## src/rtl/phy_bridge_pkg.sv

```systemverilog
package phy_bridge_pkg;
  localparam int HOST_AW = 12;
  localparam logic [HOST_AW-1:0] OFS_CMD  = 12'h300;
  localparam logic [HOST_AW-1:0] OFS_DATA = 12'h304;

  localparam int CMD_WR_BIT   = 8;
  localparam int CMD_BUSY_BIT = 9;

  localparam logic [7:0] IDX_DLL    = 8'h00;
  localparam logic [7:0] IDX_PADCTL = 8'h02;
  localparam logic [7:0] IDX_PADSTS = 8'h03;
  localparam int DLL_EN_BIT = 3;
  localparam int CAL_EN_BIT = 1;
  localparam int FLAG_BIT   = 4;

  typedef struct packed {
    logic       wr;
    logic [7:0] idx;
  } phy_cmd_t;
endpackage

```

## src/rtl/phy_lock_timer.sv

```systemverilog
module phy_lock_timer #(
  parameter int DLY = 6
) (
  input  logic clk,
  input  logic rst_n,
  input  logic arm,
  input  logic force_set,
  output logic ready
);
  localparam int CW = $clog2(DLY + 1);
  localparam logic [CW-1:0] LIMIT = CW'(DLY);

  logic [CW-1:0] cnt;

  always_ff @(posedge clk) begin
    if (!rst_n)            cnt <= '0;
    else if (!arm)         cnt <= '0;
    else if (cnt != LIMIT) cnt <= cnt + 1'b1;
  end

  assign ready = (arm && (cnt == LIMIT)) || force_set;
endmodule

```

## src/rtl/phy_reg_bank.sv

```systemverilog
module phy_reg_bank
  import phy_bridge_pkg::*;
#(
  parameter int NREG = 64
) (
  input  logic       clk,
  input  logic       rst_n,
  input  logic       we,
  input  logic [7:0] widx,
  input  logic [7:0] wdata,
  input  logic [7:0] ridx,
  output logic [7:0] rdata,
  input  logic       cal_ready,
  input  logic       dll_ready,
  output logic       cal_arm,
  output logic       dll_arm
);
  localparam int IW = (NREG > 1) ? $clog2(NREG) : 1;
  localparam logic [8:0] LIMIT = 9'(NREG);

  logic [7:0] mem [NREG];
  logic       w_in, r_in;

  assign w_in = ({1'b0, widx} < LIMIT);
  assign r_in = ({1'b0, ridx} < LIMIT);

  always_ff @(posedge clk) begin
    if (!rst_n) begin
      for (int i = 0; i < NREG; i++) mem[i] <= '0;
    end else if (we && w_in) begin
      mem[widx[IW-1:0]] <= wdata;
    end
  end

  always_comb begin
    rdata = r_in ? mem[ridx[IW-1:0]] : 8'h00;
    if (ridx == IDX_DLL)    rdata[FLAG_BIT] = dll_ready;
    if (ridx == IDX_PADSTS) rdata[FLAG_BIT] = cal_ready;
  end

  assign cal_arm = mem[IDX_PADCTL[IW-1:0]][CAL_EN_BIT];
  assign dll_arm = mem[IDX_DLL[IW-1:0]][DLL_EN_BIT];
endmodule

```

## src/rtl/phy_xact_ctrl.sv

```systemverilog
module phy_xact_ctrl
  import phy_bridge_pkg::*;
#(
  parameter int LAT = 4
) (
  input  logic        clk,
  input  logic        rst_n,
  input  logic        cmd_we,
  input  logic        data_we,
  input  logic [15:0] wdata,
  input  logic [7:0]  rd_byte,
  output logic        busy,
  output phy_cmd_t    cmd,
  output logic [7:0]  data_q,
  output logic        phy_we
);
  localparam int CW = $clog2(LAT + 1);

  logic [CW-1:0] cnt;
  logic          last;

  assign last   = busy && (cnt == '0);
  assign phy_we = last && cmd.wr;

  always_ff @(posedge clk) begin
    if (!rst_n) begin
      busy   <= 1'b0;
      cnt    <= '0;
      cmd    <= '0;
      data_q <= '0;
    end else if (busy) begin
      if (last) begin
        busy <= 1'b0;
        if (!cmd.wr) data_q <= rd_byte;
      end else begin
        cnt <= cnt - 1'b1;
      end
    end else begin
      if (cmd_we) begin
        cmd.wr  <= wdata[CMD_WR_BIT];
        cmd.idx <= wdata[7:0];
        busy    <= 1'b1;
        cnt     <= CW'(LAT - 1);
      end
      if (data_we) data_q <= wdata[7:0];
    end
  end
endmodule

```

## src/rtl/phy_bridge.sv

```systemverilog
module phy_bridge
  import phy_bridge_pkg::*;
#(
  parameter int ACC_LAT = 4,
  parameter int NREG    = 64,
  parameter int CAL_DLY = 6,
  parameter int DLL_DLY = 8
) (
  input  logic        clk,
  input  logic        rst_n,
  input  logic        host_we,
  input  logic [11:0] host_addr,
  input  logic [15:0] host_wdata,
  output logic [15:0] host_rdata,
  input  logic        tst_cal_set,
  input  logic        tst_dll_set
);
  phy_cmd_t   cmd;
  logic       busy, phy_we;
  logic [7:0] data_q, rd_byte;
  logic       cal_arm, dll_arm, cal_ready, dll_ready;
  logic       cmd_wr;
  logic [7:0] cmd_idx;

  assign cmd_wr  = cmd.wr;
  assign cmd_idx = cmd.idx;

  phy_xact_ctrl #(.LAT(ACC_LAT)) u_ctrl (
    .clk    (clk),
    .rst_n  (rst_n),
    .cmd_we (host_we && (host_addr == OFS_CMD)),
    .data_we(host_we && (host_addr == OFS_DATA)),
    .wdata  (host_wdata),
    .rd_byte(rd_byte),
    .busy   (busy),
    .cmd    (cmd),
    .data_q (data_q),
    .phy_we (phy_we)
  );

  phy_reg_bank #(.NREG(NREG)) u_bank (
    .clk      (clk),
    .rst_n    (rst_n),
    .we       (phy_we),
    .widx     (cmd_idx),
    .wdata    (data_q),
    .ridx     (cmd_idx),
    .rdata    (rd_byte),
    .cal_ready(cal_ready),
    .dll_ready(dll_ready),
    .cal_arm  (cal_arm),
    .dll_arm  (dll_arm)
  );

  phy_lock_timer #(.DLY(CAL_DLY)) u_cal (
    .clk      (clk),
    .rst_n    (rst_n),
    .arm      (cal_arm),
    .force_set(tst_cal_set),
    .ready    (cal_ready)
  );

  phy_lock_timer #(.DLY(DLL_DLY)) u_dll (
    .clk      (clk),
    .rst_n    (rst_n),
    .arm      (dll_arm),
    .force_set(tst_dll_set),
    .ready    (dll_ready)
  );

  always_comb begin
    case (host_addr)
      OFS_CMD:  host_rdata = {6'b0, busy, cmd_wr, cmd_idx};
      OFS_DATA: host_rdata = {8'b0, data_q};
      default:  host_rdata = 16'h0000;
    endcase
  end
endmodule

```

## config.mk

```make
export PLATFORM = sky130hd
export DESIGN_NAME = phy_bridge
export DESIGN_NICKNAME = d
export VERILOG_FILES = /design/src/rtl/phy_bridge_pkg.sv /design/src/rtl/phy_lock_timer.sv /design/src/rtl/phy_reg_bank.sv /design/src/rtl/phy_xact_ctrl.sv /design/src/rtl/phy_bridge.sv
export SDC_FILE = /design/constraint.sdc
export NUM_CORES = 1
export LEC_CHECK = 0
export CAP_MARGIN = 20
export CORE_ASPECT_RATIO = 2
export CORE_MARGIN = 1
export CORE_UTILIZATION = 55
export CTS_BUF_LIST = sky130_fd_sc_hd__clkbuf_16
export CTS_CLUSTER_SIZE = 10
export DETAILED_ROUTE_END_ITERATION = 12
export MAX_ROUTING_LAYER = met4
export PLACE_DENSITY_LB_ADDON = 0.3
export SYNTH_ARGS = -nofsm -noshare
export SYNTH_HDL_FRONTEND = slang
export SYNTH_SLANG_ARGS = --single-unit
```

## constraint.sdc

```tcl
create_clock -name clk -period 4.1 [get_ports clk]
set_input_delay 0.615 -clock clk [delete_from_list [all_inputs] [get_ports clk]]
set_output_delay 0.615 -clock clk [all_outputs]
set_load 0.02 [all_outputs]
```

## Word-level counts from Yosys, hierarchy flattened

Memory sizes are Yosys's and may differ from the RTL's. A register that Yosys moved wholly into a read port is not among the register bits.
Index checks and enable logic that the tools add are counted.

| storage, ports and cells | value |
|---|---|
| word-level logic and storage cells | 65 |
| input bits | 33 |
| memory bits (writable) | 512 |
| memories kept | 1 |
| register bits after elaboration | 28 |

Memories:

| name | depth | width | rd ports | clocked after Yosys merged registers in | write ports | line | source |
|---|---|---|---|---|---|---|---|
| u_bank.mem | 64 | 8 | 3 | 1 | 64 | phy_reg_bank.sv:21 | `logic [7:0] mem [NREG];` |

| cells by class | value |
|---|---|
| mux-type cells | 23 |
| bitwise gates (word level) | 1 |
| add/sub/neg operators | 3 |
| eq/ne operators | 10 |
| reductions and logical operators | 19 |
| $lt $le $gt $ge | 1 |

Operators with widths:

| operator | number |
|---|---|
| two-way mux 8 bit | 6 |
| == test 12 x 10 -> 1 bit (second input constant) | 2 |
| case mux 10 bit (2 select lines) | 1 |
| two-way mux 6 bit | 3 |
| two-way mux 1 bit | 10 |
| two-way mux 3 bit | 3 |
| == test 8 x 2 -> 1 bit (second input constant) | 1 |
| zero test 8 bit | 1 |
| < comparator 8 x 7 -> 1 bit (second input constant) | 1 |
| AND reduction 2 bit | 4 |
| OR reduction 8 bit | 1 |
| logical AND 1 bit | 7 |
| inequality test 2 bit (second input constant) | 3 |
| adder 4 x 1 -> 4 bit (second input constant) | 1 |
| == test 4 bit (second input constant) | 1 |
| inequality test 4 bit (second input constant) | 1 |
| nonzero test 2 bit | 2 |
| adder 3 x 1 -> 3 bit (second input constant) | 1 |
| == test 3 bit (second input constant) | 1 |
| zero test 3 bit | 1 |
| inequality test 3 bit (second input constant) | 1 |
| AND reduction 3 bit | 1 |
| subtractor 3 x 1 -> 3 bit (second input constant) | 1 |
| logical OR 1 bit | 2 |
| inverter 1 bit | 1 |

## Logic depth before layout (Yosys ltp)

Gate-level depths: netlist (run 1).

| logic depth | value |
|---|---|
| word-level depth | 9 |
| mapped depth | 10 |

## Hierarchy

A second synthesis (run 1) with hierarchy kept.

| second synthesis, totals | value |
|---|---|
| cells, all modules | 1762 |
| area total of the unflattened synthesis | 25607.1 µm² |

Modules (own cells, without submodules):

| module | area each (µm²) | cells an instance | seq. area each (µm²) | times used |
|---|---|---|---|---|
| phy_reg_bank | 23945.5 | 1580 | 15374.7 | 1 |
| phy_xact_ctrl | 988.4 | 104 | 420.4 | 1 |
| phy_bridge | 297.8 | 38 | 0.0 | 1 |
| phy_lock_timer (u_dll) | 214.0 | 23 | 80.1 | 1 |
| phy_lock_timer (u_cal) | 161.4 | 17 | 60.1 | 1 |

## Worst setup path after synthesis (run 1)

Ideal clock, no wire load.

| path | value |
|---|---|
| path kind | reg-to-reg |
| from | reg u_ctrl.cnt[0] |
| to | mem u_bank.mem[11][0], enable pin |
| clock period less this slack | 2803 ps |
| stages on the path, launching flop included | 10 |
| data arrival time | 2419 ps |
| setup slack | 1297 ps |
| required time | 3716 ps |
| setup time | 384 ps |
| buffers on the path | 2 |
| path through | dfxtp_1 -> inv_1 -> ha_1 -> ha_1 -> nand4_1 -> nor3_1 -> or3b_1 -> clkbuf_1 -> clkbuf_1 -> o21ai_0 |

RTL lines:

| item | line | source |
|---|---|---|
| start, declared | phy_xact_ctrl.sv:19 | `logic [CW-1:0] cnt;` |
| start signal, assigned | phy_xact_ctrl.sv:36 | `cnt <= cnt - 1'b1;` |
| start signal, assigned | phy_xact_ctrl.sv:43 | `cnt <= CW'(LAT - 1);` |
| end, declared | phy_reg_bank.sv:21 |  |

## Worst setup path in the final report (run 1)

| path | value |
|---|---|
| from | in host_addr[2] |
| to | out host_rdata[4] |

| between the ends | value |
|---|---|
| longest elaborated chain between the ends | 2 |

RTL lines:

| item | line | source |
|---|---|---|
| start, declared | phy_bridge.sv:12 | `input logic [11:0] host_addr,` |
| == test 12 x 10 -> 1 bit | phy_bridge.sv:72 | `case (host_addr)` |
| case mux 10 bit (2 select lines) * | phy_bridge.sv:72 |  |
| end, declared | phy_bridge.sv:14 | `output logic [15:0] host_rdata,` |

Every way passes the cells marked *; elsewhere a longest branch is shown, timed or not.

==> results.md, run 1 <==
- Worst Min Path Start: u_ctrl.cnt[0]
- Slowest Stage Delay on Critical Path: 0.95 ns
- RSZ-0062 raised after global routing: false
- RD Place Congestion: ~0.98
- Sequential Area: between 0.015 and 0.02 mm²
- FFs w/ async S/R, synth: 0
- Number of maximum-capacitance violations: 0
- Sequential share of power: 0.552
- Setup violators final: 0
- Library cells used by synthesis: 53
- Area Overhead vs Synth: 11.40%
- Final worst slack: 0.8333 ns
- Fill count: around 3300
- Hold WC Path Type: flop to flop
- Largest area contributor in the netlist: edfxtp_1
- Clk buf depth: 3
- Sequential fraction of the synthesis area: 0.6304
- Final nets: approximately 1800
- Syn avg cell area: between 10 and 15 µm²
- Most used cell along the critical path: clkdlybuf4s50_1
- Final core utilization: 0.6209
- Worst EP arrival: around 2.7 ns
- Top Family by Delay on Critical Path: buffers and inverters
- Origin of the critical flop-to-flop path: u_ctrl.cnt[0]
- DRT Wirelength: 61180 µm
- Kind of start point of the critical path: input pin
- Initial DRC Count: ~1300
- Final antenna-violating net count: 0
- Hold Crit Depth: 1
- Worst setup EP type: primary output
- Synth top area cells: edfxtp_1 (60%), and2_1 (13%), mux4_2 (11%)
- Post-synth EDFFs: around 510
- Cell Pwr Density: ~410 mW/mm²
- Clock power frac: 0.416
- WP data required: ~3.5 ns
- Post-CTS sizing: 0
- Fin. max-slew vios: 0
- Final hold viol count: 0
- Clock root buffer master: clkbuf_16
- I/O Pins: between 40 and 50
- # hold bufs at CTS: 0
- Drt pass-1 iters: 6
- Worst vdd ir: 324.2 µV
- Tcrit/Tclk final: 0.7968
- Static Leak: approximately 9.7 nW
- Setup TNS: 0 ns
- Fin crit period: between 3 and 4 ns
- Comb pwr share: 0.032
- Via/cell ratio: 5.997
- H-tree Lvls: 2
- Crit-path cells: clkdlybuf4s50_1 > mux2i_1 > nor2_1 > clkdlybuf4s50_1
- Initial Util: 0.5574
- Mapped Cells: 1744
- DIE HEIGHT: between 300 and 400 µm
- Slew @ Worst Pin: between 1 and 1.5 ns
- F_max: between 300 and 400 MHz
- Max-slew headroom: 0.3206
- # rows: approximately 110
- Outcome: finished clean
- Synth Register Bits: ~550
- Final clock skew: 0.01574 ns
- Switching part of the total: 0.2060
- Post-synth top area share: 0.6037
- End point of the critical path: host_rdata[4]
- Clk Latency, worst-skew pair: 0.60 ns
- WL per Instance: 25.35 µm
- Residual DRC count: 0
- First-pass GRT wire length: 91860 µm
- Routed via count: around 14000
- P_int: around 0.009 W
- Dpl ws: around 0.91 ns
- Clk slew on worst S/H paths: roughly 0.060 ns
- WS Path Type: input pin to primary output
- Main synth FF type: edfxtp_1
- Mapped cell area: between 0.02 and 0.03 mm²
- Core footprint: about 0.046 mm²
- Largest net degree at the start of global routing: slightly below 80
- Vias in the first global route: around 15000
- CTS buffer count: 60
- Post-DP HPWL: 41450 µm
- Worst-path maximum fanout: 11
- Share of layout cells above drive strength 1: 0.1656
- Slowest stage cell, crit path: clkdlybuf4s50_1
- FF-to-FF path depth: 8
- Crit. Startpoint: host_addr[2]
- Synth warn: 0
- Post-CTS setup buffers: 0
- P_sw: between 0.002 and 0.0025 W
- Port Buffers: 35
- Total GRT Usage: 0.2754
- Crit path buf inv count: 2
- Area of the multi-input gates: between 0.008 and 0.009 mm²
- Total grt overflow: 0
- Die area: about 0.047 mm²
- CTS sink count: roughly 550
- R2r endpoint: u_bank.mem[19][0]
- Die width: between 150 and 200 µm
- CTS tree: done
- Reg2reg setup slack: 1.09 ns
- WP depth: 4
- Initial antenna violation count: 1
[registers in the layout (all words and copies together), names as in the netlist, named ones only]
register       flops
u_bank.mem       512
u_ctrl.cmd         9
u_ctrl.data_q      8
u_dll.cnt          4
u_cal.cnt          3
u_ctrl.cnt         3
u_ctrl.busy        1
[worst min-delay path by stage]
stage | to
after floorplan | u_ctrl.cnt[0]
after global placement | u_ctrl.cnt[0]
after detailed placement | u_ctrl.cnt[0]
after CTS | u_ctrl.cnt[0]
after global routing | u_ctrl.cnt[0]
final | u_ctrl.cnt[0]
[placed cells by master (no fill, tap or decap), types with 16 or more instances in the layout]
master and instances:
edfxtp_1 512, clkdlybuf4s50_1 34, nand2_1 20, mux2i_1 70
buf_4 94, a211oi_1 16, mux4_2 125, dfxtp_1 23
inv_1 66, clkbuf_16 61, and2_1 513, o21ai_0 77
nor2_1 94
[worst register-to-register path, stage by stage, from the launching register on]
cell     delay [ns]
dfxtp_1        0.33
inv_1          0.06
ha_1           0.14
ha_1           0.19
nand4_1        0.15
nor3_1         0.33
or3b_1         0.81
o21ai_0        0.46
buf_4          0.23
[layer usage]
metal,vias to the layer above,routed length (µm),track usage
met5,-,0,-
met4,0,3423,0.1505
met3,152,3439,0.03011
met2,527,33510,0.4971
met1,7306,20820,0.2927
li1,6492,-,-
[through the flow]
stage,hold WS (ns),instance area [µm²],total power [W],cells
2_1_floorplan,0.4380,25490,0.006662,1749
3_3_place_gp,0.4623,26630,0.006835,2301
3_5_place_dp,0.4731,26630,0.006862,2301
4_1_cts,0.4871,28370,0.01161,2413
5_1_grt,0.5188,28370,0.01183,2414
6_report,0.4930,28370,0.01155,2414
[area by class of cell]
| cell class | count | area share |
|---|---|---|
| diodes | 1 | 0.00008820 |
| clock buffers | 61 | 0.05380 |
| clock inverters | 51 | 0.007673 |
| inverters | 16 | 0.002117 |
| multi-input cells | 1041 | 0.3049 |
| flip-flops and latches | 546 | 0.5666 |
| well taps | 565 | 0.02492 |
| repair buffers | 133 | 0.03987 |
[Yosys cell counts, drive strengths merged, types with 6 or more instances]
library cell  instances
buf                  39
nor3                  7
a211oi               16
edfxtp              512
ha                    6
nor2                 96
and2                513
mux2i                70
inv                  16
nand2                20
nand3                14
o21ai                83
a21oi                12
dfxtp                34
nor2b                10
clkbuf              107
mux4                132
[power by group through the flow]
| stage | clock (W) | combinational [W] | sequential [W] |
|---|---|---|---|
| after CTS | 0.00486 | 0.000368 | 0.00638 |
| after detailed placement | 0 | 0.000367 | 0.00649 |
| after floorplan | 0 | 0.000201 | 0.00646 |
| final | 0.00481 | 0.000368 | 0.00638 |
| after global placement | 0 | 0.000358 | 0.00648 |
| after global routing | 0.00505 | 0.000384 | 0.00640 |
[logic make-up after synthesis]
| logic type | after synthesis | synth area share |
|---|---|---|
| simple gates | 684 | 0.1569 |
| mux | 205 | 0.1466 |
| xor+xnor | 4 | 0.001376 |
| fa+ha+maj | 6 | 0.002947 |
| other cells | 1 | 0.0001472 |
| compound gates | 136 | 0.03095 |
| buf+inv | 162 | 0.03070 |
| flops | 546 | 0.6304 |
Power figures use the tool's default switching activity.
==> inputs of run 2 (changes only) <==
- clock period: 4.1 -> 3.3 ns (I/O delays scaled with it)
==> run 2 against run 1 <==
  * Power up 24%
  * Cell count up 0.12%
  * Hold slack worse by 0.013 ns
  * Critical path type unchanged
  * Critical endpoint is now host_rdata[1]
==> results.md, run 2 (synthesis results as in run 1) <==
- Outcome: finished clean
- Share of layout cells above drive strength 1: 0.1674
- Fin. max-slew vios: 0
- Total grt overflow: 0
- CTS buffer count: 60
- RSZ-0062 raised after global routing: false
- Post-CTS sizing: 0
- Area Overhead vs Synth: 11.71%
- Fin crit period: around 3 ns
- Kind of start point of the critical path: input pin
- Residual DRC count: 0
- Static Leak: 9.783 nW
- Max reg flops: 512
- Worst-path maximum fanout: 11
- Crit-path cells: clkdlybuf4s50_1 > mux2i_1 > nor2_1 > clkdlybuf4s50_1
- CTS sink count: 546
- Final hold viol count: 0
- Largest net degree at the start of global routing: a little under 80
- WP data required: ~2.8 ns
- Crit path buf inv count: 2
- Setup violators final: 0
- Vias in the first global route: 14840
- Final clock skew: 0.02433 ns
- Die area: 0.04723 mm²
- Initial antenna violation count: 0
- Final antenna-violating net count: 0
- Port Buffers: 35
- DRT Wirelength: between 60000 and 70000 µm
- Tcrit/Tclk final: 0.9051
- I/O Pins: between 40 and 50
- Via/cell ratio: a little under 6
- Clk Latency, worst-skew pair: roughly 0.61 ns
- Clk slew on worst S/H paths: approximately 0.06 ns
- Drt pass-1 iters: 6
- Initial DRC Count: 1134
- Finished Cell Area: roughly 0.028 mm²
- First-pass GRT wire length: 90890 µm
- Setup TNS: 0 ns
- Cell Pwr Density: just over 500 mW/mm²
- Biggest register: u_bank.mem
- Worst vdd ir: between 400 and 500 µV
- Initial Util: 0.5574
- # rows: roughly 110
- Total GRT Usage: 0.2720
- Most frequent cells in the layout: and2_1 (513), edfxtp_1 (512), mux4_2 (125), nor2_1 (94), buf_4 (92)
- CTS tree: done
- Worst EP arrival: 2.49 ns
- WL per Instance: ~25 µm
- DIE HEIGHT: between 300 and 400 µm
- Most used cell along the critical path: clkdlybuf4s50_1
- Worst setup EP type: primary output
- Die width: 154.2 µm
- Clk buf depth: 3
- Hold WC Path Type: flop to flop
- Number of maximum-capacitance violations: 0
- H-tree Lvls: 2
- Top Registers: u_bank.mem: 512 flops, u_ctrl.cmd: 9 flops, u_ctrl.data_q: 8 flops
- # hold bufs at CTS: 0
- Final core utilization: 0.6227
- RD Place Congestion: roughly 0.97
- WS Path Type: input pin to primary output
- Post-DP HPWL: around 41000 µm
- Slowest stage cell, crit path: clkdlybuf4s50_1
- Post-CTS setup buffers: 0
- Fill count: 3284
- Area post-placement: ~0.027 mm²
- Final nets: 1839
- Clock root buffer master: clkbuf_16
- # diodes: 0
- Slowest Stage Delay on Critical Path: between 0.9 and 1 ns
- Top Family by Delay on Critical Path: buffers and inverters
- Slew @ Worst Pin: around 0.94 ns
- Commonest non-fill, non-tap cell in the layout: and2_1
- Routed via count: roughly 14000
- Max-slew headroom: 0.3699
- Core footprint: about 0.046 mm²
- F_max: approximately 330 MHz
## run 2: layout make-up
cell class / instances / area (µm²) / area share
sequential: 546 / 16080 / 0.5651
multi-input combinational: 1041 / 8651 / 0.3041
clock buffer: 62 / 1551 / 0.05453
timing repair buffer: 135 / 1196 / 0.04204
tap: 565 / 706.9 / 0.02485
clock inverter: 52 / 209.0 / 0.007344
inverter: 16 / 60.06 / 0.002111
## run 2: final timing paths
kind	end	slack, ns	cells after the start	startpoint
max	host_rdata[1]	0.31	4	host_addr[2]
min	u_ctrl.cnt[0]	0.48	1	u_ctrl.cnt[0]
max reg2reg	u_bank.mem[4][7]	0.39	8	u_ctrl.cnt[0]
min reg2reg	u_ctrl.cnt[0]	0.48	1	u_ctrl.cnt[0]
## run 2: report_power, final
part,switching [W],total [W],internal [W]
Clock,0.00261,0.00595,0.00334
Sequential,0.0000844,0.00792,0.00784
Combinational,0.000262,0.000456,0.000194
## run 2: metal layers
layer,up-vias,global-route usage,share of wire
li1,6493,-,-
met1,7267,0.2924,0.35
met2,456,0.4857,0.55
met3,149,0.03110,0.049
met4,0,0.1507,0.058
met5,-,-,0
## run 2: through the flow
step | hold slack [ns] | instances | total power [W] | setup WS, ns
floorplan | 0.4380 | 1749 | 0.008277 | 0.4970
global placement | 0.4578 | 2303 | 0.008491 | 0.3007
detailed placement | 0.4678 | 2303 | 0.008521 | 0.3647
CTS | 0.4766 | 2417 | 0.01440 | 0.3504
global route | 0.4952 | 2417 | 0.01466 | 0.1916
finish | 0.4800 | 2417 | 0.01433 | 0.3133
